File: src/rtl/aud_rx_pkg.sv
package aud_rx_pkg;
  typedef enum logic {
    FMT_RJ  = 1'b0,
    FMT_I2S = 1'b1
  } fmt_e;

  localparam int unsigned PACK_W = 16;
endpackage

File: src/rtl/aud_rx_sync.sv
module aud_rx_sync #(
  parameter int unsigned STAGES = 2
) (
  input  logic clk_i,
  input  logic rst_ni,
  input  logic bclk_i,
  input  logic lrck_i,
  input  logic sdat_i,
  output logic tick_o,
  output logic lrck_o,
  output logic sdat_o
);
  logic [STAGES-1:0] bclk_q, lrck_q, sdat_q;
  logic              bclk_d;

  always_ff @(posedge clk_i or negedge rst_ni) begin
    if (!rst_ni) begin
      bclk_q <= '0;
      lrck_q <= '0;
      sdat_q <= '0;
      bclk_d <= 1'b0;
    end else begin
      bclk_q <= {bclk_q[STAGES-2:0], bclk_i};
      lrck_q <= {lrck_q[STAGES-2:0], lrck_i};
      sdat_q <= {sdat_q[STAGES-2:0], sdat_i};
      bclk_d <= bclk_q[STAGES-1];
    end
  end

  assign tick_o = bclk_q[STAGES-1] & ~bclk_d;
  assign lrck_o = lrck_q[STAGES-1];
  assign sdat_o = sdat_q[STAGES-1];

  AST_TICK_GAP: assert property (@(posedge clk_i) disable iff (!rst_ni)
    tick_o |=> !tick_o);
endmodule

File: src/rtl/aud_rx_halfcnt.sv
module aud_rx_halfcnt #(
  parameter int unsigned CNT_W = 7
) (
  input  logic             clk_i,
  input  logic             rst_ni,
  input  logic             tick_i,
  input  logic             lrck_i,
  output logic             half_end_o,
  output logic             old_lrck_o,
  output logic [CNT_W-1:0] half_len_o
);
  logic             lrck_q;
  logic [CNT_W-1:0] cnt_q;
  logic             cnt_full;

  assign cnt_full   = &cnt_q;
  assign half_end_o = tick_i & (lrck_i != lrck_q);
  assign old_lrck_o = lrck_q;
  assign half_len_o = cnt_q;

  always_ff @(posedge clk_i or negedge rst_ni) begin
    if (!rst_ni) begin
      lrck_q <= 1'b0;
      cnt_q  <= '0;
    end else if (tick_i) begin
      lrck_q <= lrck_i;
      if (half_end_o)    cnt_q <= CNT_W'(1);
      else if (!cnt_full) cnt_q <= cnt_q + 1'b1;
    end
  end

  AST_CNT_MONO: assert property (@(posedge clk_i) disable iff (!rst_ni)
    (tick_i && !half_end_o) |=> (cnt_q >= $past(cnt_q)));
endmodule

File: src/rtl/aud_rx_deser.sv
module aud_rx_deser
  import aud_rx_pkg::*;
#(
  parameter int unsigned WORD_W = 24
) (
  input  logic              clk_i,
  input  logic              rst_ni,
  input  logic              fmt_i,
  input  logic              packed_i,
  input  logic              tick_i,
  input  logic              sdat_i,
  input  logic              half_end_i,
  output logic [WORD_W-1:0] word_o
);
  localparam int unsigned IDX_W = $clog2(WORD_W + 1);

  logic [WORD_W-1:0] sh_q;
  logic [WORD_W-1:0] acc_q;
  logic [IDX_W-1:0]  idx_q;
  logic [WORD_W-1:0] rj_pk, rj_word, i2s_word;
  logic              acc_open;

  // Right-justified: the newest bits sit at the bottom of the shift register
  always_ff @(posedge clk_i or negedge rst_ni) begin
    if (!rst_ni)     sh_q <= '0;
    else if (tick_i) sh_q <= {sh_q[WORD_W-2:0], sdat_i};
  end

  generate
    if (WORD_W > PACK_W) begin : g_pack_pad
      assign rj_pk = {sh_q[PACK_W-1:0], {(WORD_W-PACK_W){1'b0}}};
    end else begin : g_pack_same
      assign rj_pk = sh_q;
    end
  endgenerate

  assign rj_word = packed_i ? rj_pk : sh_q;

  // I2S: collect the first WORD_W bits after the edge that carries the frame clock change
  assign acc_open = idx_q < IDX_W'(WORD_W);

  always_ff @(posedge clk_i or negedge rst_ni) begin
    if (!rst_ni) begin
      acc_q <= '0;
      idx_q <= '0;
    end else if (tick_i) begin
      if (half_end_i) begin
        acc_q <= '0;
        idx_q <= '0;
      end else if (acc_open) begin
        acc_q <= {acc_q[WORD_W-2:0], sdat_i};
        idx_q <= idx_q + 1'b1;
      end
    end
  end

  assign i2s_word = acc_open ? {acc_q[WORD_W-2:0], sdat_i} : acc_q;
  assign word_o   = (fmt_e'(fmt_i) == FMT_I2S) ? i2s_word : rj_word;

  AST_IDX_BOUND: assert property (@(posedge clk_i) disable iff (!rst_ni)
    idx_q <= IDX_W'(WORD_W));
endmodule

File: src/rtl/aud_serial_rx.sv
module aud_serial_rx
  import aud_rx_pkg::*;
#(
  parameter int unsigned WORD_W      = 24,
  parameter int unsigned MAX_HALF    = 64,
  parameter int unsigned SYNC_STAGES = 2
) (
  input  logic              clk_i,
  input  logic              rst_ni,
  input  logic              fmt_i,
  input  logic              bclk_i,
  input  logic              lrck_i,
  input  logic              sdat_i,
  output logic [WORD_W-1:0] left_o,
  output logic [WORD_W-1:0] right_o,
  output logic              valid_o,
  output logic              frame_err_o
);
  localparam int unsigned CNT_W = $clog2(MAX_HALF + 1);

  logic             tick, lrck_s, sdat_s;
  logic             half_end, old_lrck;
  logic [CNT_W-1:0] half_len;
  logic [WORD_W-1:0] word;

  logic              armed_q, left_ok_q, l_short_q, l16_q, packed_q;
  logic [WORD_W-1:0] left_hold_q;
  logic              is_rj, ending_left, half_is16, half_short;
  logic              frame_bad, frame_pk;

  aud_rx_sync #(.STAGES(SYNC_STAGES)) u_sync (
    .clk_i (clk_i), .rst_ni(rst_ni),
    .bclk_i(bclk_i), .lrck_i(lrck_i), .sdat_i(sdat_i),
    .tick_o(tick), .lrck_o(lrck_s), .sdat_o(sdat_s)
  );

  aud_rx_halfcnt #(.CNT_W(CNT_W)) u_cnt (
    .clk_i(clk_i), .rst_ni(rst_ni),
    .tick_i(tick), .lrck_i(lrck_s),
    .half_end_o(half_end), .old_lrck_o(old_lrck), .half_len_o(half_len)
  );

  aud_rx_deser #(.WORD_W(WORD_W)) u_deser (
    .clk_i(clk_i), .rst_ni(rst_ni),
    .fmt_i(fmt_i), .packed_i(packed_q),
    .tick_i(tick), .sdat_i(sdat_s), .half_end_i(half_end),
    .word_o(word)
  );

  assign is_rj       = fmt_e'(fmt_i) == FMT_RJ;
  // right-justified: left while high; I2S: left while low
  assign ending_left = old_lrck ^ fmt_i;
  assign half_is16   = half_len == CNT_W'(PACK_W);
  assign half_short  = (half_len < CNT_W'(WORD_W)) && !(is_rj && half_is16);
  assign frame_bad   = l_short_q | half_short;
  assign frame_pk    = is_rj & l16_q & half_is16;

  always_ff @(posedge clk_i or negedge rst_ni) begin
    if (!rst_ni) begin
      armed_q     <= 1'b0;
      left_ok_q   <= 1'b0;
      l_short_q   <= 1'b0;
      l16_q       <= 1'b0;
      packed_q    <= 1'b0;
      left_hold_q <= '0;
      left_o      <= '0;
      right_o     <= '0;
      valid_o     <= 1'b0;
      frame_err_o <= 1'b0;
    end else begin
      valid_o     <= 1'b0;
      frame_err_o <= 1'b0;
      if (half_end) begin
        armed_q <= 1'b1;
        if (ending_left) begin
          left_ok_q   <= armed_q;
          left_hold_q <= word;
          l_short_q   <= half_short;
          l16_q       <= half_is16;
        end else begin
          left_ok_q <= 1'b0;
          if (left_ok_q) begin
            if (frame_bad) begin
              frame_err_o <= 1'b1;
            end else begin
              packed_q <= frame_pk;
              // a frame that flips the packing decision is dropped
              if (frame_pk == packed_q) begin
                valid_o <= 1'b1;
                left_o  <= left_hold_q;
                right_o <= word;
              end
            end
          end
        end
      end
    end
  end

  AST_VALID_PULSE: assert property (@(posedge clk_i) disable iff (!rst_ni)
    valid_o |=> !valid_o);
  AST_VALID_AFTER_EDGE: assert property (@(posedge clk_i) disable iff (!rst_ni)
    valid_o |-> $past(half_end));
  AST_OUT_HOLD: assert property (@(posedge clk_i) disable iff (!rst_ni)
    !valid_o |-> ($stable(left_o) && $stable(right_o)));
  AST_ERR_NO_VALID: assert property (@(posedge clk_i) disable iff (!rst_ni)
    frame_err_o |-> !valid_o);
  AST_ERR_AFTER_EDGE: assert property (@(posedge clk_i) disable iff (!rst_ni)
    frame_err_o |-> $past(half_end));
endmodule

File: config.mk
export PLATFORM = sky130hd
export DESIGN_NAME = aud_serial_rx
export DESIGN_NICKNAME = d
export VERILOG_FILES = /design/src/rtl/aud_rx_pkg.sv /design/src/rtl/aud_rx_sync.sv /design/src/rtl/aud_rx_halfcnt.sv /design/src/rtl/aud_rx_deser.sv /design/src/rtl/aud_serial_rx.sv
export SDC_FILE = /design/constraint.sdc
export NUM_CORES = 1
export LEC_CHECK = 0
export CAP_MARGIN = 5
export CORE_ASPECT_RATIO = 1.4
export CORE_MARGIN = 2
export CORE_UTILIZATION = 50
export DETAILED_ROUTE_END_ITERATION = 6
export GPL_TIMING_DRIVEN = 0
export PLACE_DENSITY = 0.73
export SYNTH_ARGS = -nofsm -noshare
export SYNTH_HDL_FRONTEND = slang
export SYNTH_HIERARCHICAL = 1
export SYNTH_SLANG_ARGS = --single-unit
export TNS_END_PERCENT = 10
File: constraint.sdc
create_clock -name clk_i -period 2.7 [get_ports clk_i]
set_clock_uncertainty 0.2 [all_clocks]
set_input_delay 0.81 -clock clk_i [delete_from_list [all_inputs] [get_ports clk_i]]
set_output_delay 0.81 -clock clk_i [all_outputs]
set_load 0.01 [all_outputs]
==> results of run 1 <==
layout by cell type, fill, tap and decap left out, types with 12 or more instances in the layout:
cell type,n
mux2_4,39
nor2b_1,17
nand2_1,39
buf_2,12
a211oi_1,18
clkbuf_16,17
inv_1,34
o22ai_1,26
a22oi_1,18
clkdlybuf4s50_1,53
dfrtp_1,147
a31oi_1,19
mux2_2,59
critical path, cell delays in order (launching register included):
cell     delay (ns)
dfrtp_1        0.39
nor2b_4        0.18
buf_4          0.21
inv_1          0.09
nor2_4         0.12
nand2_1        0.12
nor3_4         0.24
nand4_4        0.25
inv_8          0.18
buf_12         0.17
mux2_4         0.30
report_power, final:
part           internal [mW]  total [mW]  switching, mW
clock network           1.56        2.50          0.940
registers               2.62        3.00          0.387
logic                  0.554        1.14          0.584
total                   4.73        6.64           1.91
layout make-up:
class                      count  area [um^2]  area share (%)
sequential                   147         3679           44.38
multi-input combinational    324         2778           33.51
timing repair buffer          58        596.8           7.201
clock buffer                  18        429.2           5.178
buffer                        35        239.0           2.883
tap                          182        227.7           2.748
clock inverter                14        200.2           2.415
inverter                      35        138.9           1.676
flip-flops by register name, summed over array words and instances, names as in the netlist, 2 cells and up:
register,count
u_deser/acc_q,24
right_o,24
left_hold_q,24
left_o,24
u_sync/bclk_q,2
u_deser/idx_q,5
u_sync/sdat_q,2
u_sync/lrck_q,2
u_deser/sh_q,24
u_cnt/half_len_o,7
final timing paths:
path | startpoint | endpoint | cells after the start
max in group asynchronous | rst_ni | left_o[18] | 2
hold reg to reg | u_sync/sdat_q[0] | u_sync/sdat_q[1] | 0
setup reg to reg | u_sync/bclk_d | right_o[4] | 10
min in group asynchronous | rst_ni | right_o[9] | 1
hold / removal | u_sync/sdat_q[0] | u_sync/sdat_q[1] | 0
setup / recovery | u_sync/bclk_d | right_o[4] | 10
layer usage:
metal | track usage [%] | part of all wire, %
met5 | 0 | 0
met4 | 9.123 | 2.8
met3 | 4.187 | 3.1
met2 | 37.67 | 54
met1 | 26.39 | 40
Yosys cell counts, drive strengths merged, types with 7 or more instances:
library cell | count | area [um^2]
nor2b | 18 | 120.1
o22ai | 26 | 162.7
a21boi | 9 | 71.32
a21oi | 7 | 35.03
a22oi | 18 | 135.1
a22o | 9 | 78.83
dfrtp | 147 | 3679
a211oi | 18 | 135.1
o21ai | 12 | 60.06
buf | 26 | 204.0
a31oi | 19 | 118.9
nand2 | 42 | 162.6
inv | 35 | 133.9
clkbuf | 9 | 33.78
nand3 | 9 | 45.04
mux2 | 98 | 1250
stage by stage:
stage               cells  power [mW]  instance area, um^2  util [%]
floorplan             541       3.749                 6790         -
global placement      778       4.045                 7569     56.80
detailed placement    779       4.141                 7597     57.01
CTS                   813       6.649                 8257     61.96
global route          813       6.941                 8288     62.20
finish                813       6.641                 8288     62.20
kinds of logic (layout without fill, tap and decap cells):
kind of cell / Yosys count / in the layout / share of synthesized area (%)
flops: 147 / 147 / 54.17
compound gates: 129 / 129 / 13.51
mux: 100 / 100 / 18.70
simple gates: 91 / 91 / 7.407
buf+inv: 70 / 160 / 5.473
fa+ha+maj: 2 / 2 / 0.3685
xor+xnor: 2 / 2 / 0.3686
timing repair:
action,4_1_cts,5_1_grt
setup endpoints to repair,77,9
resized for setup,4,8
buffers inserted,2,0
pin swaps,1,3
hold endpoints to repair,0,0
==> flow_summary.json, run 1 <==
{
  "status": "finished, final reports clean",
  "diodes": 0,
  "min_period_ns": 2.571,
  "path_clk_slew_ns": 0.06,
  "ys.flop_type": "dfrtp_1",
  "fin_crit_sh_pct": 95.23,
  "wl_per_cell_um": 18.48,
  "fmax_ghz": 0.3889,
  "critPathKind": "reg -> reg",
  "drive_above_1_share_pct": 28.68,
  "grt_pass1_wl_mm": 24.29,
  "coreArea_um2": 13330,
  "critPathLaunchType": "flop",
  "wl_mm": 15.02,
  "worst_slack_ns": 0.1287,
  "cts_root_buffer": "clkbuf_16",
  "synthArstFlopShare_pct": 100.0,
  "synthesis.area_um2": 6790,
  "cts_made_buffers": 17,
  "fillers": 1027,
  "crit_fanout": 10,
  "r2r_slack_ns": 0.13,
  "hold_class": "reg -> reg",
  "vdd_drop_max_uv": 439.5,
  "antenna_found_initial": 0,
  "final-max-slew-violation-count": 0,
  "tns_ns": 0,
  "ctsHtreeMaxLevel": 4,
  "syn_to_final_growth_pct": 22.06,
  "avgSynthCellArea_um2": 12.55,
  "synth-seq-cells": 147,
  "ys_types": 54,
  "yosys_warnings": 6,
  "drt_iter0_drc": 307,
  "synth_edf_count": 0,
  "worstSkewPairLatency_ns": 0.42,
  "cp.arrival_ns": 2.67,
  "drt_pre_antenna_iters": 5,
  "grt_max_degree": 87,
  "ios": 56,
  "viasPerCell": 5.711,
  "ant_nets": 0,
  "nNetsFinal": 626,
  "clock_sinks": 147,
  "setup_violations": 0,
  "power_density_nw_per_um2": 801.2,
  "tightest_slew_ns": 0.5960,
  "syn-num-nets": 549,
  "dieArea_um2": 14540,
  "worstPathRequired_ns": 2.80,
  "leakage_nw": 3.729,
  "place.gp.congestion": 0.8616,
  "hold-worst-slack_ns": 0.1470,
  "cts_hold_buf": 0,
  "max_cap_violations": 0,
  "drc_errors": 0,
  "fp.dieH_um": 141.9,
  "grt_overflow": 0,
  "hpwl_mm": 10.41,
  "slew_headroom_pct": 60.27,
  "start_util_pct": 50.96,
  "finalHoldViolations": 0,
  "vias": 4643,
  "rows": 50,
  "first_global_vias": 4836,
  "cts.path.max_buffers": 2,
  "netlist_instances": 541,
  "post-place-ws_ns": -0.5977,
  "cts_tree": "built",
  "synth-seq-area-share_pct": 54.17,
  "end_kind": "flop",
  "track_usage_pct": 21.84,
  "port_buffers": 55,
  "die-width_um": 102.5
}
Power figures use the tool's default switching activity.
==> run 2, diff against run 1 <==
Settings changed: GPL_ROUTABILITY_DRIVEN set to 0, PLACE_DENSITY 0.73 to not set, PLACE_DENSITY_LB_ADDON set to 0.15.
==> run 2 against run 1 <==
Net effect: utilization shrank 0.33 points; setup slack gained 0.066 ns; first-iteration DRC count shrank 47%; wire length is 3.1% lower; critical path type unchanged; sequential share of layout area increased by 0.24 points; cell area fell by 0.53%; combinational power about the same; highest routed layer unchanged; flip-flop and latch count stayed put; critical endpoint is now right_o[12].
==> flow_summary.json, run 2 (same netlist as run 1, synthesis figures left out) <==
{
  "port_buffers": 55,
  "regToRegEndpoint": "right_o[12]",
  "setup_violations": 0,
  "cts_root_buffer": "clkbuf_16",
  "rsz0062_at_grt": "false",
  "final_common_cell": "dfrtp_1",
  "rr_worst_depth": 10,
  "power_density_nw_per_um2": 780.1,
  "wl_per_cell_um": 17.89,
  "rows": 50,
  "slew_headroom_pct": 55.06,
  "final-max-slew-violation-count": 0,
  "drt_pre_antenna_iters": 4,
  "ios": 56,
  "max_cap_violations": 0,
  "fmax_ghz": 0.3992,
  "leakage_nw": 3.709,
  "cts.path.max_buffers": 2,
  "cts_made_buffers": 17,
  "drc_errors": 0,
  "crit_fanout": 10,
  "fp.dieH_um": 141.9,
  "status": "finished, final reports clean",
  "fin_crit_sh_pct": 92.77,
  "syn_to_final_growth_pct": 21.41,
  "nNetsFinal": 627,
  "vias": 4547,
  "cp.arrival_ns": 2.61,
  "place_area_um2": 7597,
  "r2r_slack_ns": 0.20,
  "track_usage_pct": 21.80,
  "hold-worst-slack_ns": 0.1455,
  "diodes": 0,
  "hold_class": "reg -> reg",
  "critPathLaunchType": "flop",
  "start_util_pct": 50.96,
  "end_kind": "flop",
  "clock_sinks": 147,
  "design_area_um2": 8244,
  "first_global_vias": 4605,
  "holdPathEnd": "u_sync/bclk_q[1]",
  "drt_iter0_drc": 162,
  "finalNonFillerCells": 814,
  "grt_max_degree": 78,
  "slowest_delay_ns": 0.39,
  "critPathKind": "reg -> reg",
  "viasPerCell": 5.586,
  "wl_mm": 14.56,
  "drive_above_1_share_pct": 28.48,
  "grt_pass1_wl_mm": 23.94,
  "ctsHtreeMaxLevel": 4,
  "grt_overflow": 0,
  "coreArea_um2": 13330,
  "cp_cell_sequence": "nor2b_4 -> buf_4 -> inv_1 -> nor2_4 -> nand2_1 -> nor3_4 -> nand4_4 -> inv_6 -> buf_12 -> mux2_4",
  "antenna_found_initial": 0,
  "hpwl_mm": 10.20,
  "worstSkewPairLatency_ns": 0.42,
  "cpMaxStageDelayCell": "dfrtp_1",
  "die-width_um": 102.5,
  "cts_tree": "built",
  "finalHoldViolations": 0,
  "post-place-ws_ns": -0.6068,
  "r2r-start": "u_sync/bclk_d",
  "hold_path_depth": 0,
  "worstPathRequired_ns": 2.81,
  "dieArea_um2": 14540,
  "ant_nets": 0,
  "dp_cells": 779,
  "worst_slack_ns": 0.1952,
  "min_period_ns": 2.505,
  "final_cell_mix": "dfrtp_1, mux2_2, clkdlybuf4s50_1",
  "p_total_mw": 6.431,
  "hold_start": "u_sync/bclk_q[0]",
  "tightest_slew_ns": 0.6741,
  "vdd_drop_max_uv": 439.4,
  "path_clk_slew_ns": 0.06
}
run 2: worst max-delay path by stage:
stage / start / end / cells after the start
3_3_place_gp: rst_ni / left_hold_q[1] / 1
3_5_place_dp: u_sync/bclk_d / right_o[10] / 10
4_1_cts: fmt_i / right_o[9] / 7
5_1_grt: u_sync/bclk_q[1] / right_o[12] / 10
2_1_floorplan: u_sync/bclk_d / right_o[10] / 10
6_report: u_sync/bclk_d / right_o[12] / 10
run 2: stage by stage:
stage,setup TNS [ns],utilization (%)
after floorplan,0,-
after global routing,0,61.87
after global placement,-785.68,56.80
after CTS,0,61.65
after detailed placement,-32.35,57.01
final,0,61.87
run 2: layout make-up:
class	count	area, um^2
fillers	1029	5081
flip-flops and latches	147	3679
multi-input cells	324	2778
repair buffers	59	604.3
clock buffers	21	450.4
plain buffers	35	239.0
well taps	182	227.7
inverters	35	136.4
clock inverters	11	130.1
run 2: worst max-delay path, delay by kind of cell, from the launching register on:
kind	cells	cell delay, ns
and+or+nand+nor	5	0.83
buffers and inverters	4	0.66
DFF	1	0.39
muxes	1	0.30
run 2: routing by layer:
metal / vias up / GRT usage [%] / part of all wire, %
met5: - / 0 / 0
met4: 0 / 10.04 / 1.9
li1: 2119 / - / -
met1: 2320 / 26.22 / 41
met2: 89 / 37.19 / 55
met3: 19 / 4.236 / 2.5
run 2: repair_timing:
action / CTS / global route
pin swaps: 1 / 1
cloned: 0 / 0
setup endpoints to repair: 85 / 15
hold buffers: 0 / 0
resized for setup: 4 / 7
setup buffers: 3 / 0
run 2: power by group:
| part | leakage [nW] | internal, mW | switching, mW |
|---|---|---|---|
| logic | 1.48 | 0.553 | 0.569 |
| registers | 1.95 | 2.62 | 0.392 |
| clock network | 0.275 | 1.39 | 0.911 |
==> run 3, diff against run 2 <==
Settings changed: GPL_ROUTABILITY_DRIVEN 0 to not set.
==> results of run 3 <==
No change in the layout: final DEF, timing and power equal those of run 2.
